--- src/rtl/pwm_pair_pkg.sv ---
package pwm_pair_pkg;
  localparam int CLR_LINES = 8;
  localparam int SEL_W     = $clog2(CLR_LINES);
  localparam int ADDR_W    = 3;
  localparam int CTRL_W    = 9 + SEL_W + 1;

  localparam logic [ADDR_W-1:0] A_LIMIT = 3'd0;
  localparam logic [ADDR_W-1:0] A_CMP0  = 3'd1;
  localparam logic [ADDR_W-1:0] A_CMP1  = 3'd2;
  localparam logic [ADDR_W-1:0] A_CTRL  = 3'd3;
  localparam logic [ADDR_W-1:0] A_SWUPD = 3'd4;

  typedef enum logic [1:0] {
    MD_FIX_LO = 2'd0,
    MD_FIX_HI = 2'd1,
    MD_BELOW  = 2'd2,
    MD_ABOVE  = 2'd3
  } ch_mode_e;

  typedef struct packed {
    logic             run;
    logic             cmb_or;
    logic             cmb_en;
    logic [SEL_W-1:0] line_sel;
    logic             use_trig;
    logic             clr_en1;
    logic             clr_en0;
    ch_mode_e         mode1;
    ch_mode_e         mode0;
  } ctrl_t;
endpackage

--- src/rtl/pwm_cfg_regs.sv ---
module pwm_cfg_regs
  import pwm_pair_pkg::*;
#(
  parameter int CNT_W = 16,
  parameter int WD_W  = 16
) (
  input  logic                      clk,
  input  logic                      rst,
  input  logic                      we,
  input  logic [ADDR_W-1:0]         addr,
  input  logic [WD_W-1:0]           wdata,
  output logic [CNT_W-1:0]          limit_pre,
  output logic [1:0][CNT_W-1:0]     cmp_pre,
  output ctrl_t                     ctrl,
  output logic                      sw_upd
);
  always_ff @(posedge clk) begin
    if (rst) begin
      limit_pre <= '0;
      cmp_pre   <= '0;
      ctrl      <= '0;
    end else if (we) begin
      case (addr)
        A_LIMIT: limit_pre  <= wdata[CNT_W-1:0];
        A_CMP0:  cmp_pre[0] <= wdata[CNT_W-1:0];
        A_CMP1:  cmp_pre[1] <= wdata[CNT_W-1:0];
        A_CTRL:  ctrl       <= ctrl_t'(wdata[CTRL_W-1:0]);
        default: ;
      endcase
    end
  end

  assign sw_upd = we && (addr == A_SWUPD);
endmodule

--- src/rtl/pwm_timebase.sv ---
module pwm_timebase #(
  parameter int CNT_W = 16
) (
  input  logic                  clk,
  input  logic                  rst,
  input  logic                  run,
  input  logic                  sw_upd,
  input  logic [CNT_W-1:0]      limit_pre,
  input  logic [1:0][CNT_W-1:0] cmp_pre,
  output logic [CNT_W-1:0]      cnt,
  output logic [1:0][CNT_W-1:0] cmp_sh,
  output logic                  uev
);
  logic [CNT_W-1:0] limit_sh;
  logic             wrap;

  assign wrap = run && (cnt == limit_sh);
  assign uev  = wrap || sw_upd;

  always_ff @(posedge clk) begin
    if (rst) begin
      cnt      <= '0;
      limit_sh <= '0;
      cmp_sh   <= '0;
    end else begin
      if (uev) begin
        cnt      <= '0;
        limit_sh <= limit_pre;
        cmp_sh   <= cmp_pre;
      end else if (run) begin
        cnt <= cnt + 1'b1;
      end
    end
  end

  AST_CNT_IN_RANGE: assert property (@(posedge clk) disable iff (rst) cnt <= limit_sh);
  AST_WRAP_TO_ZERO: assert property (@(posedge clk) disable iff (rst) (run && cnt == limit_sh) |=> (cnt == '0));
  AST_SWUPD_ZERO: assert property (@(posedge clk) disable iff (rst) sw_upd |=> (cnt == '0));
  AST_SHADOW_HOLD: assert property (@(posedge clk) disable iff (rst) !uev |=> ($stable(limit_sh) && $stable(cmp_sh)));
endmodule

--- src/rtl/pwm_clr_sel.sv ---
module pwm_clr_sel #(
  parameter int N_CLR = 8,
  parameter int SEL_W = 3
) (
  input  logic             clk,
  input  logic             rst,
  input  logic [N_CLR-1:0] lines,
  input  logic             trig,
  input  logic             use_trig,
  input  logic [SEL_W-1:0] sel,
  output logic             clr_sync
);
  logic picked;

  always_comb begin
    picked = 1'b0;
    for (int i = 0; i < N_CLR; i++) begin
      if (sel == SEL_W'(i)) picked = lines[i];
    end
  end

  always_ff @(posedge clk) begin
    if (rst) clr_sync <= 1'b0;
    else     clr_sync <= use_trig ? trig : picked;
  end

  AST_TRIG_PATH: assert property (@(posedge clk) disable iff (rst) (use_trig && trig) |=> clr_sync);
endmodule

--- src/rtl/pwm_channel.sv ---
module pwm_channel
  import pwm_pair_pkg::*;
#(
  parameter int CNT_W = 16
) (
  input  logic             clk,
  input  logic             rst,
  input  logic [CNT_W-1:0] cnt,
  input  logic [CNT_W-1:0] cmp,
  input  ch_mode_e         mode,
  input  logic             clr_en,
  input  logic             clr_sync,
  input  logic             uev,
  output logic             ref_d,
  output logic             ref_q
);
  logic pwm_act;
  logic level;
  logic blocked;
  logic latched;
  logic clr_hit;

  assign pwm_act = (mode == MD_BELOW) || (mode == MD_ABOVE);
  assign clr_hit = pwm_act && clr_en && clr_sync;

  always_comb begin
    unique case (mode)
      MD_FIX_LO: level = 1'b0;
      MD_FIX_HI: level = 1'b1;
      MD_BELOW:  level = (cnt < cmp);
      default:   level = !(cnt < cmp);
    endcase
  end

  assign blocked = pwm_act && (latched || clr_hit);
  assign ref_d   = level && !blocked;

  always_ff @(posedge clk) begin
    if (rst) begin
      latched <= 1'b0;
      ref_q   <= 1'b0;
    end else begin
      ref_q <= ref_d;
      if (clr_hit)  latched <= 1'b1;
      else if (uev) latched <= 1'b0;
    end
  end

  AST_CLR_FORCES_LOW: assert property (@(posedge clk) disable iff (rst) clr_hit |=> !ref_q);
  AST_LATCH_KEEPS_LOW: assert property (@(posedge clk) disable iff (rst) (latched && pwm_act) |=> !ref_q);
  AST_HELD_ACROSS_UEV: assert property (@(posedge clk) disable iff (rst) (uev && clr_hit) |=> latched);
  AST_FIXED_HI_IMMUNE: assert property (@(posedge clk) disable iff (rst) (mode == MD_FIX_HI) |=> ref_q);
endmodule

--- src/rtl/pwm_pair_clr.sv ---
module pwm_pair_clr
  import pwm_pair_pkg::*;
#(
  parameter int CNT_W = 16,
  parameter int N_CLR = CLR_LINES,
  localparam int WD_W = (CNT_W > CTRL_W) ? CNT_W : CTRL_W
) (
  input  logic              clk,
  input  logic              rst,
  input  logic              cfg_we,
  input  logic [ADDR_W-1:0] cfg_addr,
  input  logic [WD_W-1:0]   cfg_wdata,
  input  logic [N_CLR-1:0]  clr_lines_i,
  input  logic              trig_i,
  output logic [1:0]        ref_o,
  output logic              comb_o,
  output logic              uev_o
);
  logic [CNT_W-1:0]          limit_pre;
  logic [1:0][CNT_W-1:0]     cmp_pre;
  logic [1:0][CNT_W-1:0]     cmp_sh;
  logic [CNT_W-1:0]          cnt;
  ctrl_t                     ctrl;
  logic                      sw_upd;
  logic                      uev;
  logic                      clr_sync;
  logic [1:0]                ref_d;
  logic [1:0]                clr_en;
  ch_mode_e                  mode [2];

  assign clr_en  = {ctrl.clr_en1, ctrl.clr_en0};
  assign mode[0] = ctrl.mode0;
  assign mode[1] = ctrl.mode1;

  pwm_cfg_regs #(.CNT_W(CNT_W), .WD_W(WD_W)) u_regs (
    .clk(clk), .rst(rst), .we(cfg_we), .addr(cfg_addr), .wdata(cfg_wdata),
    .limit_pre(limit_pre), .cmp_pre(cmp_pre), .ctrl(ctrl), .sw_upd(sw_upd)
  );

  pwm_timebase #(.CNT_W(CNT_W)) u_tb (
    .clk(clk), .rst(rst), .run(ctrl.run), .sw_upd(sw_upd),
    .limit_pre(limit_pre), .cmp_pre(cmp_pre),
    .cnt(cnt), .cmp_sh(cmp_sh), .uev(uev)
  );

  pwm_clr_sel #(.N_CLR(N_CLR), .SEL_W(SEL_W)) u_sel (
    .clk(clk), .rst(rst), .lines(clr_lines_i), .trig(trig_i),
    .use_trig(ctrl.use_trig), .sel(ctrl.line_sel), .clr_sync(clr_sync)
  );

  for (genvar c = 0; c < 2; c++) begin : g_ch
    pwm_channel #(.CNT_W(CNT_W)) u_ch (
      .clk(clk), .rst(rst), .cnt(cnt), .cmp(cmp_sh[c]), .mode(mode[c]),
      .clr_en(clr_en[c]), .clr_sync(clr_sync), .uev(uev),
      .ref_d(ref_d[c]), .ref_q(ref_o[c])
    );
  end

  always_ff @(posedge clk) begin
    if (rst) begin
      comb_o <= 1'b0;
      uev_o  <= 1'b0;
    end else begin
      uev_o <= uev;
      if (!ctrl.cmb_en)     comb_o <= ref_d[0];
      else if (ctrl.cmb_or) comb_o <= ref_d[0] | ref_d[1];
      else                  comb_o <= ref_d[0] & ref_d[1];
    end
  end

  AST_COMB_AND: assert property (@(posedge clk) disable iff (rst) (ctrl.cmb_en && !ctrl.cmb_or) |=> (comb_o == (ref_o[0] & ref_o[1])));
  AST_COMB_OR: assert property (@(posedge clk) disable iff (rst) (ctrl.cmb_en && ctrl.cmb_or) |=> (comb_o == (ref_o[0] | ref_o[1])));
  AST_UEV_STROBE: assert property (@(posedge clk) disable iff (rst) sw_upd |=> uev_o);
endmodule

--- config.mk ---
export PLATFORM = sky130hd
export DESIGN_NAME = pwm_pair_clr
export DESIGN_NICKNAME = d
export VERILOG_FILES = /design/src/rtl/pwm_pair_pkg.sv /design/src/rtl/pwm_cfg_regs.sv /design/src/rtl/pwm_timebase.sv /design/src/rtl/pwm_clr_sel.sv /design/src/rtl/pwm_channel.sv /design/src/rtl/pwm_pair_clr.sv
export SDC_FILE = /design/constraint.sdc
export NUM_CORES = 1
export LEC_CHECK = 0
export ABC_AREA = 1
export ABC_CLOCK_PERIOD_IN_PS = 2100
export CORE_MARGIN = 10
export CORE_UTILIZATION = 60
export DETAILED_ROUTE_END_ITERATION = 10
export GPL_ROUTABILITY_DRIVEN = 0
export PLACE_DENSITY = 0.8
export SYNTH_ARGS = -nofsm -noshare
export SYNTH_HDL_FRONTEND = slang
export SYNTH_HIERARCHICAL = 1
export SYNTH_SLANG_ARGS = --single-unit
--- constraint.sdc ---
create_clock -name clk -period 2.1 [get_ports clk]
set_input_delay 0.42 -clock clk [delete_from_list [all_inputs] [get_ports clk]]
set_output_delay 0.42 -clock clk [all_outputs]
set_load 0.02 [all_outputs]
==> out/results.tsv <==
stage	metric	value	unit
outcome	result of the run	completed	
floorplanning	Die Outline Area	16340	µm²
clock_tree	clk_lat worst skew	0.41	ns
synthesis	Syn Area/Cell	6.667	µm²
synthesis	Post-Synthesis Net Count	1108	
global_routing	via count of the first global-routing pass	5670	
sta	Worst Clk Skew	0.005999	ns
worst_hold_path	critical hold path startpoint	u_regs/ctrl[11]	
clock_tree	clock root buffer	sky130_fd_sc_hd__clkbuf_16	
power_and_ir_drop	switching part of the total power	25.16	%
global_routing	grt total ovfl	0	
floorplanning	number of top-level pins	35	
sta	post-layout minimum cycle time	1.903	ns
synthesis	sequential cell area fraction in the yosys report	37.89	%
sta	fmax	525.4	MHz
global_routing	antenna violations before repair	0	
detailed_routing	post-DR wirelength/cell	13.49	µm
worst_setup_path	critical path data required time	2.45	ns
floorplanning	std cell rows	39	
synthesis	post-synthesis instance total	1046	
floorplanning	Die Width	127.8	µm
sta	transition time at the pin with the least slew margin	0.4891	ns
sta	setup repair after global routing missed its margin	false	
clock_tree	Post-CTS Setup Bufs	0	
synthesis	share of Yosys cell area claimed by the top area cell type	37.89	%
detailed_routing	top routing layer used	met4	
clock_tree	Clock H-tree levels	4	
synthesis	library cell with the highest instance count after synthesis	sky130_fd_sc_hd__nand2_1	
power_and_ir_drop	leakage power figure	3.794	nW
clock_tree	Clock Path Buffers	2	
layout	share of layout cells above drive strength 1	9.963	%
layout	Design Area, Final	8108	µm²
floorplanning	starting density of the core	61.08	%
synthesis	cell area after synthesis	6974	µm²
power_and_ir_drop	switching power summed over all nets	1.615	mW
worst_setup_path	start of the worst register-to-register path	u_tb/cnt[13]	
worst_setup_path	critical path startpoint	u_tb/cnt[13]	
power_and_ir_drop	areal power density over the cells	791.5	nW/µm²
detailed_routing	via count	6384	
clock_tree	hold-fix buffer count after cts	0	
global_routing	wire length of the first global-routing pass	26830	µm
clock_tree	CTS tree	done	
worst_setup_path	Max FO, Critical Path	5	
sta	Final Max Slew Viols	0	
power_and_ir_drop	Internal	4.802	mW
detailed_routing	DRT iter0 DRCs	518	
worst_setup_path	startpoint kind of the worst setup timing path	flip-flop	
clock_tree	Num CTS Buffers	17	
synthesis	warnings from Yosys	6	
synthesis	total of flip-flops plus latches after synthesis	132	
layout	synthesis-to-layout area growth	16.25	%
place	Post-DP Area	7501	µm²
global_routing	maximum number of pins on one net before global-route repair	62	
place	HPWL after DPL	11640	µm
detailed_routing	residual antenna-violating net count after detailed routing	0	
sta	final-report setup violation count	0	
synthesis	cell taking the most area after synthesis	sky130_fd_sc_hd__dfxtp_1	
power_and_ir_drop	portion of total power attributed to sequential cells	41.7	%
floorplanning	Die Y	127.8	µm
synthesis	share of synthesized flip-flops with an asynchronous set or reset	0	%
clock_tree	clock transition at the registers of the reported paths	0.06	ns
detailed_routing	Metal-1 WL	7760	µm
layout	antenna cell count	0	
layout	final net count	1143	
detailed_routing	Routed met2 length	7658	µm
synthesis	cell types occupying the most area after synthesis	sky130_fd_sc_hd__dfxtp_1 (38%), sky130_fd_sc_hd__nand2_1 (12%), sky130_fd_sc_hd__nor2_1 (11%), sky130_fd_sc_hd__nand3_1 (9.5%), sky130_fd_sc_hd__inv_1 (7.5%)	
worst_setup_path	arrival time reported for the critical path endpoint	2.26	ns
worst_hold_path	kind of path behind the tightest hold check	flip-flop to flip-flop	
place	count of buffers inserted at the top-level ports	34	
detailed_routing	post-detailed-routing wire length	16690	µm
layout	number of filler cells placed in the layout	970	
clock_tree	number of sinks handled by clock tree synthesis	132	
power_and_ir_drop	clock network fraction of total power	47.1	%
floorplanning	core region area	11420	µm²
synthesis	post-synthesis cell type count	29	
detailed_routing	routed wl met3	1025	µm
sta	final period utilization	90.64	%
synthesis	most used flip-flop cell after synthesis	sky130_fd_sc_hd__dfxtp_1	
power_and_ir_drop	Max rail drop VDD	0.6758	mV
sta	worst slew margin relative to its limit	67.32	%
clock_tree	number of cells upsized or downsized after cts	0	
sta	sum of negative setup slack	0	ns
global_routing	aggregate global-route resource usage	20.21	%
synthesis	most frequent cells after synthesis	sky130_fd_sc_hd__nand2_1 (225), sky130_fd_sc_hd__nor2_1 (204), sky130_fd_sc_hd__inv_1 (139), sky130_fd_sc_hd__dfxtp_1 (132), sky130_fd_sc_hd__nand3_1 (132)	
synthesis	count of flip-flops with a built-in enable after synthesis	0	
sta	final hold violation count	0	
job	maxcap violations	0	
worst_setup_path	kind of end point of the critical path	flip-flop	
detailed_routing	1st-pass router iterations	6	
detailed_routing	DR DRC count	0	
detailed_routing	DR vias/cell	5.161	
power_and_ir_drop	proportion of power drawn by combinational gates	11.2	%
worst_setup_path	type of the setup path with the least slack	flip-flop to flip-flop	
[per-stage QoR]
step	setup WS (ns)	util, %	hold WS, ns	power (mW)	instances
floorplan	0.4821	-	0.4375	3.207	1046
global placement	0.03651	65.69	0.4452	3.413	1205
detailed placement	0.04938	65.69	0.4522	3.426	1205
CTS	0.2128	70.94	0.4604	6.435	1237
global route	0.01795	71.01	0.4697	6.656	1237
finish	0.1965	71.01	0.4563	6.417	1237
[cells by family (layout without fill, tap and decap cells)]
kind of cell / Yosys count / in the layout / synth area share [%]
and+or+nand+nor: 591 / 591 / 35.86
xor gates and xnor gates: 10 / 10 / 1.256
adders and majority gates: 31 / 31 / 5.562
AOI/OAI and AO/OA: 79 / 79 / 6.638
buffers and inverters: 203 / 251 / 12.79
DFF: 132 / 132 / 37.89
[cell usage in the layout (no fill, tap or decap), types with 6 or more instances in the layout]
master	Yosys	layout
sky130_fd_sc_hd__a21oi_1	52	52
sky130_fd_sc_hd__a21oi_2	16	16
sky130_fd_sc_hd__buf_12	0	8
sky130_fd_sc_hd__buf_4	8	20
sky130_fd_sc_hd__clkbuf_16	0	17
sky130_fd_sc_hd__clkdlybuf4s50_1	0	34
sky130_fd_sc_hd__dfxtp_1	132	132
sky130_fd_sc_hd__ha_1	31	31
sky130_fd_sc_hd__inv_1	139	139
sky130_fd_sc_hd__inv_2	15	15
sky130_fd_sc_hd__nand2_1	225	225
sky130_fd_sc_hd__nand3_1	132	132
sky130_fd_sc_hd__nor2_1	204	204
sky130_fd_sc_hd__nor2_2	7	7
sky130_fd_sc_hd__nor3_1	6	6
sky130_fd_sc_hd__o21ai_0	6	6
sky130_fd_sc_hd__xor2_1	8	8
[final cells by class]
class / count / area [µm²] / share of cell area, %
multi-input cells: 711 / 3447 / 42.52
flip-flops and latches: 132 / 2643 / 32.59
repair buffers: 62 / 650.6 / 8.025
inverters: 157 / 589.3 / 7.269
clock buffers: 21 / 450.4 / 5.556
well taps: 143 / 178.9 / 2.207
clock inverters: 11 / 148.9 / 1.836
[registers in the layout (all words and copies together), names as in the netlist]
name / count
u_regs/cmp_pre: 32
u_tb/cmp_sh: 32
u_regs/limit_pre: 16
u_tb/cnt: 16
u_tb/limit_sh: 16
u_regs/ctrl: 13
g_ch.u_ch/latched: 2
g_ch.u_ch/ref_q: 2
comb_o: 1
u_sel/clr_sync: 1
uev_o: 1
[power by group through the flow]
stage	Clock (mW)	Sequential (mW)	Combinational (mW)
2_1_floorplan	0	2.70	0.503
3_3_place_gp	0	2.73	0.688
3_5_place_dp	0	2.73	0.700
4_1_cts	3.05	2.67	0.712
5_1_grt	3.16	2.68	0.813
6_report	3.02	2.68	0.718
[layer usage]
layer | up-vias | global-route usage (%)
met3 | 26 | 5.749
met1 | 2859 | 26.00
met2 | 189 | 31.99
li1 | 3310 | -
met5 | - | 0
met4 | 0 | 6.424
[final timing paths]
check	end	depth (start not counted)	slack, ns
max	comb_o	14	0.20
min	comb_o	2	0.46
max reg2reg	comb_o	14	0.20
min reg2reg	comb_o	2	0.46
[critical path, stage by stage (launching register included)]
cell	delay, ns
sky130_fd_sc_hd__dfxtp_1	0.47
sky130_fd_sc_hd__ha_1	0.30
sky130_fd_sc_hd__nand2_1	0.08
sky130_fd_sc_hd__inv_1	0.04
sky130_fd_sc_hd__o21ai_1	0.11
sky130_fd_sc_hd__nand4_1	0.11
sky130_fd_sc_hd__nor2_2	0.18
sky130_fd_sc_hd__nand2_1	0.08
sky130_fd_sc_hd__nand2_1	0.07
sky130_fd_sc_hd__nand3_2	0.09
sky130_fd_sc_hd__inv_1	0.09
sky130_fd_sc_hd__inv_1	0.04
sky130_fd_sc_hd__nand2_1	0.05
sky130_fd_sc_hd__nand2_1	0.05
sky130_fd_sc_hd__a21oi_2	0.10
Power figures use the tool's default switching activity.
